--- config.mk ---
export PLATFORM = sky130hd
export DESIGN_NAME = rstcause_ctrl
export DESIGN_NICKNAME = d
export VERILOG_FILES = /design/src/rtl/rstcause_ctrl.sv
export SDC_FILE = /design/constraint.sdc
export NUM_CORES = 1
export LEC_CHECK = 0
export CAP_MARGIN = 20
export CORE_MARGIN = 1.5
export CORE_UTILIZATION = 25
export CTS_CLUSTER_SIZE = 16
export DETAILED_ROUTE_END_ITERATION = 8
export DONT_BUFFER_PORTS = 1
export GPL_TIMING_DRIVEN = 0
export MAX_ROUTING_LAYER = met4
export PLACE_DENSITY = 0.5
export SYNTH_ARGS = -nofsm -noshare
export SYNTH_HDL_FRONTEND = slang
export SYNTH_SLANG_ARGS = --single-unit
export TNS_END_PERCENT = 100
--- constraint.sdc ---
create_clock -name clk -period 1 [get_ports clk]
set_input_delay 0.1 -clock clk [delete_from_list [all_inputs] [get_ports clk]]
set_output_delay 0.1 -clock clk [all_outputs]
set_load 0.01 [all_outputs]
--- src/rtl/rstcause_ctrl.sv ---
module rstcause_ctrl #(
  parameter int          ADDR_W       = 4,
  parameter int          PULSE_CYCLES = 2,
  parameter logic [31:0] PERIPH_MASK  = 32'h203030DE
) (
  input  logic              clk,
  input  logic              rst_n,
  input  logic              req_valid,
  input  logic              req_write,
  input  logic [ADDR_W-1:0] req_addr,
  input  logic [31:0]       req_wdata,
  output logic [31:0]       rd_data,
  input  logic [5:0]        cause_req,
  input  logic [2:0]        wake_req,
  output logic              chip_rst_o,
  output logic              cpu_rst_o,
  output logic [31:0]       periph_rst_o
);
  localparam int CNT_W = $clog2(PULSE_CYCLES + 1);
  localparam logic [ADDR_W-1:0] A_CAUSE  = ADDR_W'(0);
  localparam logic [ADDR_W-1:0] A_SHOT   = ADDR_W'(4);
  localparam logic [ADDR_W-1:0] A_PERIPH = ADDR_W'(8);

  logic [5:0]  cause_q;
  logic [2:0]  wake_q;
  logic [31:0] periph_q;
  logic [1:0]  shot_on;

  wire wr        = req_valid & req_write;
  wire wr_cause  = wr && (req_addr == A_CAUSE);
  wire wr_shot   = wr && (req_addr == A_SHOT);
  wire wr_periph = wr && (req_addr == A_PERIPH);

  wire       por_evt   = cause_req[0] | (wr_shot & req_wdata[0]);
  wire [5:0] cause_clr = wr_cause ? {req_wdata[6], req_wdata[4:0]} : 6'b0;
  wire [5:0] cause_set = {cause_req[5:1], por_evt};
  wire       wake_clr  = wr_cause & req_wdata[8];

  always_ff @(posedge clk or negedge rst_n) begin
    if (!rst_n) begin
      cause_q  <= '0;
      wake_q   <= '0;
      periph_q <= '0;
    end else begin
      cause_q <= (por_evt ? 6'b0 : (cause_q & ~cause_clr)) | cause_set;
      wake_q  <= (wake_clr ? 3'b0 : wake_q) | wake_req;
      if (wr_periph) periph_q <= req_wdata & PERIPH_MASK;
    end
  end

  for (genvar g = 0; g < 2; g++) begin : g_shot
    logic [CNT_W-1:0] cnt_q;
    always_ff @(posedge clk or negedge rst_n) begin
      if (!rst_n)                      cnt_q <= '0;
      else if (wr_shot && req_wdata[g]) cnt_q <= CNT_W'(PULSE_CYCLES);
      else if (cnt_q != '0)            cnt_q <= cnt_q - 1'b1;
    end
    assign shot_on[g] = (cnt_q != '0);
  end

  assign chip_rst_o   = shot_on[0];
  assign cpu_rst_o    = shot_on[1];
  assign periph_rst_o = periph_q;

  always_comb begin
    case (req_addr)
      A_CAUSE:  rd_data = {21'b0, wake_q, 1'b0, cause_q[5], 1'b0, cause_q[4:0]};
      A_SHOT:   rd_data = {30'b0, shot_on};
      A_PERIPH: rd_data = periph_q;
      default:  rd_data = 32'b0;
    endcase
  end
endmodule

# Yosys cells after proc, flatten, opt, wreduce, memory -nomap -nowiden
# Index checks and enable logic that the tools add are counted.
# classes
n_addsub,2
n_eq_ne,2
muxes,8
bitwise_logic,8
reduce_logical,10
# op_table
operator,n
30-bit one-hot mux with 3 select lines,1
6-bit 2-to-1 mux,2
2-bit 2-to-1 mux,4
2-bit nonzero test,4
6-bit AND,1
6-bit inverter,1
6-bit OR,1
1-bit logical AND,5
4-bit by 3-bit == test with 1-bit output (second input constant),1
4-bit == test (second input constant),1
4-bit zero test,1
2-bit by 1-bit subtractor with 2-bit output (second input constant),2
1-bit AND,3
3-bit 2-to-1 mux,1
3-bit OR,1
1-bit OR,1
# word_totals
reg_bits,24
inputBits,49
out_inout_bits,66
word_cells,35

# Logic depth before layout (Yosys ltp)
# Gate-level depths: netlist of run 1.
# depth
depth_word,7
depth_mapped,5
ltp_nobuf,5

# Worst setup path after synthesis of run 1
# Ideal clock, no wire load.
# synth_timing
kind,input port to flip-flop
startpoint,in req_addr[2]
endpoint,"reg periph_q[12], in the netlist periph_rst_o[12]"
setup_ns,0.125
arrival_time_ns,1.104
required_time_ns,0.875
slack_ns,-0.230
stages,5
n_path_buf,2
path_cell_list,buf_2 nor4b_4 and2_4 buf_12 mux2_4
# synth_via
elab_chain_len,2
# synth_lines
item,line,text
from (decl),10,"input logic [ADDR_W-1:0] req_addr,"
4-bit == test,32,wire wr_periph = wr && (req_addr == A_PERIPH);
1-bit logical AND,32,
to (signal assigned),47,if (wr_periph) periph_q <= req_wdata & PERIPH_MASK;
to (decl),26,logic [31:0] periph_q;
# No other way between the ends.
# A chain may end at the register's enable or synchronous reset.

# Worst setup path in the final report of run 1
# layout_timing
startpoint,"reg periph_q[1], in the netlist periph_rst_o[1]"
endpoint,out rd_data[1]
# layout_via
elab_chain_len,1
# layout_lines
item,line,text
30-bit one-hot mux with 3 select lines,66,case (req_addr)
to (decl),12,"output logic [31:0] rd_data,"
# No other way between the ends.

==> flow_metrics.env, run 1 <==
export IMPL_worstSetupEndpoint="rd_data[1]"
export IMPL_design_die_area_sq_um=6730
export IMPL_ys_warn_count=0
export IMPL_synth_cell_types=36
export IMPL_r2r_slack_ps=-160
export IMPL_syn_area_sq_um=1560
export IMPL_htreeDepth=1
export IMPL_seq_area_frac_synth_pct=38.5
export IMPL_worstReg2RegEnd="g_shot[1].cnt_q[0]"
export IMPL_die_x_um=82.0
export IMPL_rows=28
export IMPL_clkSlewWorstSetupHoldPaths_ps=90
export IMPL_avgSynthCellArea_sq_um=10.8
export IMPL_finalWirelength_um=3490
export IMPL_antenna_cells=0
export IMPL_fill_cells=626
export IMPL_synth_seq_cells=24
export IMPL_wire_per_inst_um=11.9
export IMPL_fin_crit_sh_pct=133
export IMPL_crit_start="periph_rst_o[1]"
export IMPL_endpoint_kind="output port"
export IMPL_max_cap_violations=0
export IMPL_clock_latency_ps=270
export IMPL_num_vias=1158
export IMPL_cpMaxStageDelayCell="dfrtp_1"
export IMPL_drive_above_1_share_pct=43.8
export IMPL_worstPathRequired_ps=900
export IMPL_status="finished with violations"
export IMPL_post_route_min_period_ps=1330
export IMPL_setup_viol=10
export IMPL_drc_errors=0
export IMPL_hold_ws_ps=55.3
export IMPL_first_global_vias=1122
export IMPL_drtPass1Iterations=4
export IMPL_dp_hpwl_um=2510
export IMPL_grtUsageTotal_pct=10.9
export IMPL_initial_core_util_pct=26.1
export IMPL_cp_data_arrival_time_ps=1230
export IMPL_reg2reg_from="g_shot[1].cnt_q[1]"
export IMPL_grt_max_degree=25
export IMPL_max_freq_mhz=751
export IMPL_stdcell_count=292
export IMPL_viasPerCell=3.97
export IMPL_final_area_sq_um=2270
export IMPL_antenna_found_initial=0
export IMPL_routabilityCongestion=0.657
export IMPL_cts_buffers=3
export IMPL_core_sq_um=5990
export IMPL_critPathLaunchType="flip-flop"
export IMPL_synthCells=144
export IMPL_grt_pass1_wl_um=5350
export IMPL_power_density_nw_per_um2=1560
export IMPL_dp_cells=256
export IMPL_final_max_slew_viol_count=0
export IMPL_rsz0062_at_grt="yes"
export IMPL_cts_tree="built"
export IMPL_grt_overflow=0
export IMPL_drt_first_iter_violations=28
export IMPL_cts_root_buf="clkbuf_8"
export IMPL_worstHoldStart="req_wdata[6]"
export IMPL_vdd_drop_max_v=0.00111
export IMPL_cp_slowest_stage_delay_ps=440
export IMPL_nets=269
export IMPL_hold_viol=0
export IMPL_leakagePower_nw=1.12
export IMPL_syn_to_final_growth_pct=45.7
export IMPL_ant_nets=0
export IMPL_placed_cell_area_sq_um=1830
export IMPL_fin_ws_ps=-332
export IMPL_cts_sink_count=24
export IMPL_die_h_um=82.0
export IMPL_criticalPathCategory="flip-flop to output port"
export IMPL_path_cells="mux2_4 > mux2i_1 > nor3_2"
export IMPL_ios=115
export IMPL_clock_skew_ps=0.146
export IMPL_hold_path_class="primary input to flip-flop"
export IMPL_cp_max_fo=3
export IMPL_io_buffers=0
export IMPL_reg2reg_depth=6
export IMPL_cts_path_max_buffers=2
export IMPL_violations="negative setup slack"
==> state kept, by name (all words and copies together), names as in the netlist <==
register,count
periph_rst_o,11
cause_q,6
wake_q,3
g_shot.cnt_q,4
==> how the worst min path moves through the flow <==
stage,to,slack (ps),depth (start not counted)
6_report,cause_q[5],60,2
4_1_cts,cause_q[5],50,2
2_1_floorplan,cause_q[0],-200,0
3_3_place_gp,periph_rst_o[12],-190,0
3_5_place_dp,periph_rst_o[12],-190,0
5_1_grt,cause_q[5],60,2
==> synth_stat cells, drive strengths merged <==
master	n	area, sq um
clkbuf	2	8.75
nor3	2	10.0
and2	12	77.6
nand2	3	11.3
dfrtp	24	601
or4	1	11.3
a41oi	1	8.76
a21o	4	30.0
xnor2	1	8.76
xor2	1	8.76
nor4b	1	23.8
nand3	6	30.0
o211a	1	10.0
and3	1	6.26
nor4	1	21.3
nand4	1	6.26
o21ai	5	25.0
o21bai	4	30.0
ha	2	25.0
o211ai	1	7.51
a22o	3	26.3
nor2	1	3.75
a41o	2	21.3
mux2i	2	20.0
o31ai	1	12.5
inv	8	30.0
buf	40	310
conb	1	3.75
mux2	12	173
==> area by class of cell <==
type                       instances  area, sq um  area share, %
tap                               75         93.8           4.13
sequential                        24          604           26.6
clock inverter                     1         30.0           1.32
buffer                            42          344           15.1
timing repair buffer              32          313           13.8
inverter                           8         32.5           1.43
clock buffer                       3         41.3           1.82
multi-input combinational        107          816           35.9
==> critical path: cells and delay by family (launching register included) <==
family | cells | cell delay, ps
simple gates | 1 | 80
mux | 2 | 440
flops | 1 | 440
==> power breakdown <==
part	internal (mW)	switching (mW)	total [mW]
logic	0.811	0.539	1.35
clock network	0.535	0.324	0.859
registers	1.17	0.176	1.35
==> what timing repair did <==
action / CTS / global route
setup endpoints to repair: 22 / 22
pin swaps: 7 / 3
buffers inserted: 6 / 4
gates resized for setup: 12 / 10
hold buffers: 22 / 0
endpoints found under the hold margin: 46 / 0
==> metal layers <==
layer / track usage (%) / share of wire (%) / vias to the layer above
li1: - / - / 562
met1: 12.7 / 39 / 530
met2: 18.7 / 50 / 64
met3: 3.89 / 11 / 2
met4: 1.02 / 0.37 / 0
met5: - / 0 / -
==> cells in the final DEF (no fill, tap or decap), types with 2 or more instances in the layout <==
| master | instances |
|---|---|
| dlygate4sd3_1 | 21 |
| dfrtp_1 | 21 |
| nor3_2 | 2 |
| and2_4 | 7 |
| inv_2 | 3 |
| nand3_1 | 6 |
| clkbuf_8 | 4 |
| a22o_1 | 3 |
| conb_1 | 38 |
| o21bai_1 | 4 |
| mux2_4 | 11 |
| nand2_1 | 2 |
| mux2i_1 | 2 |
| a21o_1 | 4 |
| buf_6 | 2 |
| inv_1 | 4 |
| and2_1 | 4 |
| buf_12 | 3 |
| buf_4 | 46 |
| o21ai_1 | 4 |
| dfrtp_2 | 3 |
==> metrics by stage <==
| step | utilization (%) | power (mW) | setup WS [ps] | TNS (ps) |
|---|---|---|---|---|
| floorplan | - | 2.19 | -162 | -1850 |
| global placement | 30.6 | 2.30 | -383 | -7490 |
| finish | 38.0 | 3.55 | -332 | -1320 |
| detailed placement | 30.6 | 2.32 | -416 | -7760 |
| CTS | 36.9 | 3.43 | -354 | -1200 |
| global route | 38.0 | 3.81 | -407 | -2060 |
==> kinds of logic after synthesis <==
logic type | after synthesis | share of synthesized area, %
AO/OA/AOI/OAI | 22 | 11.0
XOR/XNOR | 2 | 1.12
adder cells (fa/ha/maj) | 2 | 1.60
buffers and inverters | 50 | 22.4
flip-flops | 24 | 38.5
multiplexers | 14 | 12.3
other | 1 | 0.240
AND/OR/NAND/NOR | 29 | 12.9
Power figures use the tool's default switching activity.
==> inputs of run 2 (changes only) <==
- CAP_MARGIN: 20 -> unset
- GPL_TIMING_DRIVEN: 0 -> unset
==> run 2 against run 1 <==
  * The run still ends with negative setup slack left
  * Final cell count decreased by 12%
  * Utilization decreased by 4.7 points
  * Clock power decreased by 33%
  * Maximum frequency increased by 1.5%
  * Sequential share of layout area increased by 3.9 points
  * Worst setup slack improved by 19 ps
  * Flip-flop and latch count unchanged
  * Via count decreased by 7.6%
  * Critical endpoint unchanged
  * Largest power group is now combinational logic
==> flow_metrics.env, run 2 (synthesized netlist as in run 1, its figures left out) <==
export IMPL_status="finished with violations"
export IMPL_violations="negative setup slack"
export IMPL_drc_errors=0
export IMPL_multi_input_area_sq_um=820
export IMPL_initial_core_util_pct=26.1
export IMPL_cp_data_arrival_time_ps=1210
export IMPL_first_global_vias=1103
export IMPL_fill_cells=623
export IMPL_grt_overflow=0
export IMPL_cts_buffers=3
export IMPL_ant_nets=0
export IMPL_stdcell_count=258
export IMPL_rsz0062_at_grt="yes"
export IMPL_fin_crit_sh_pct=131
export IMPL_setup_viol=11
export IMPL_syn_to_final_growth_pct=27.5
export IMPL_post_route_min_period_ps=1310
export IMPL_drt_first_iter_violations=20
export IMPL_clock_latency_ps=260
export IMPL_grtUsageTotal_pct=11.0
export IMPL_finalWirelength_um=3480
export IMPL_drive_above_1_share_pct=35.0
export IMPL_antenna_found_initial=0
export IMPL_setup_tns_ps=-1860
export IMPL_clock_skew_ps=0.725
export IMPL_clkSlewWorstSetupHoldPaths_ps=90
export IMPL_cp_max_fo=2
export IMPL_cts_tree="built"
export IMPL_die_x_um=82.0
export IMPL_die_h_um=82.0
export IMPL_p_clk_share_pct=17.1
export IMPL_power_density_nw_per_um2=1690
export IMPL_internal_power_mw=2.31
export IMPL_hold_path_class="primary input to flip-flop"
export IMPL_final_common_cell="conb_1"
export IMPL_core_sq_um=5990
export IMPL_cts_root_buf="clkbuf_8"
export IMPL_nets=236
export IMPL_comb_power_share_pct=43.0
export IMPL_criticalPathCategory="flip-flop to output port"
export IMPL_largest_reg_flops=11
export IMPL_drtPass1Iterations=4
export IMPL_dp_cells=229
export IMPL_endpoint_kind="output port"
export IMPL_leakagePower_nw=0.900
export IMPL_grt_pass1_wl_um=5260
export IMPL_cts_path_max_buffers=2
export IMPL_switchingPower_mw=1.07
export IMPL_hold_ws_ps=17.0
export IMPL_viasPerCell=4.15
export IMPL_cts_sink_count=24
export IMPL_vdd_drop_max_v=0.000865
export IMPL_cp_slowest_stage_delay_ps=380
export IMPL_hold_viol=0
export IMPL_max_cap_violations=0
export IMPL_critPathLaunchType="flip-flop"
export IMPL_ios=115
export IMPL_routabilityCongestion=0.753
export IMPL_regArea_sq_um=606
export IMPL_path_cells="inv_2 > ha_4 > nor2_1 > mux2i_1 > nor3_2"
export IMPL_num_vias=1070
export IMPL_cpMaxStageDelayCell="dfrtp_1"
export IMPL_grt_max_degree=25
export IMPL_worstPathRequired_ps=900
export IMPL_htreeDepth=1
export IMPL_rows=28
export IMPL_power_mw=3.37
export IMPL_design_die_area_sq_um=6730
export IMPL_max_freq_mhz=762
export IMPL_wire_per_inst_um=13.5
export IMPL_io_buffers=0
export IMPL_fin_ws_ps=-313
export IMPL_p_sw_share_pct=31.7
export IMPL_pwr_share_seq_pct=39.9
export IMPL_dp_hpwl_um=2490
export IMPL_final_cell_mix="38 x conb_1, 22 x dlygate4sd3_1, 20 x dfrtp_1"
export IMPL_final_max_slew_viol_count=0
export IMPL_antenna_cells=0
run 2: final timing paths:
check / from / end / slack (ps) / cells after the start
setup / recovery: g_shot[1].cnt_q[0] / rd_data[1] / -310 / 5
hold / removal: req_wdata[0] / g_shot[0].cnt_q[1] / 20 / 1
setup reg to reg: g_shot[0].cnt_q[0] / g_shot[0].cnt_q[1] / -200 / 6
hold reg to reg: wake_q[2] / wake_q[2] / 470 / 1
max in group asynchronous: rst_n / periph_rst_o[2] / 580 / 2
min in group asynchronous: rst_n / periph_rst_o[12] / 260 / 2
run 2: what timing repair did:
| action | CTS | global route |
|---|---|---|
| buffers inserted | 3 | 0 |
| pin swaps | 10 | 2 |
| hold endpoints to repair | 46 | 0 |
| resized for setup | 13 | 12 |
| hold buffers | 23 | 0 |
| endpoints found under the setup margin | 12 | 18 |
run 2: per-stage QoR:
step	cell area [sq um]	worst slack (ps)	utilization, %
final	1990	-313	33.2
after global routing	1990	-385	33.2
after CTS	1950	-330	32.5
after detailed placement	1610	-190	26.9
after global placement	1610	-186	26.9
after floorplan	1740	-162	-
run 2: per-layer routing:
layer | GRT usage, % | up-vias | wire length [um]
met5 | - | - | 0
met4 | 3.22 | 0 | 20
met3 | 3.44 | 2 | 320
met2 | 16.9 | 69 | 1670
met1 | 14.0 | 507 | 1480
li1 | - | 492 | -
run 2: final cells by class:
cell class | count | share of cell area [%]
Inverter | 8 | 1.63
Tap cell | 75 | 4.71
Clock buffer | 3 | 2.07
Sequential cell | 24 | 30.4
Timing Repair Buffer | 41 | 20.0
Multi-Input combinational cell | 107 | 41.2
run 2: worst max-delay path: cells and delay by family (launching register included):
kind	cells	cell delay (ps)
mux	1	90
simple gates	2	270
fa+ha+maj	1	150
buf+inv	1	50
flops	1	380
run 2: power groups by stage:
| stage | combinational, mW | clock, mW | sequential, mW |
|---|---|---|---|
| 4_1_cts | 1.39 | 0.602 | 1.34 |
| 6_report | 1.45 | 0.578 | 1.35 |
| 3_5_place_dp | 1.07 | 0 | 1.34 |
| 2_1_floorplan | 0.862 | 0 | 1.33 |
| 5_1_grt | 1.62 | 0.639 | 1.38 |
| 3_3_place_gp | 1.05 | 0 | 1.35 |
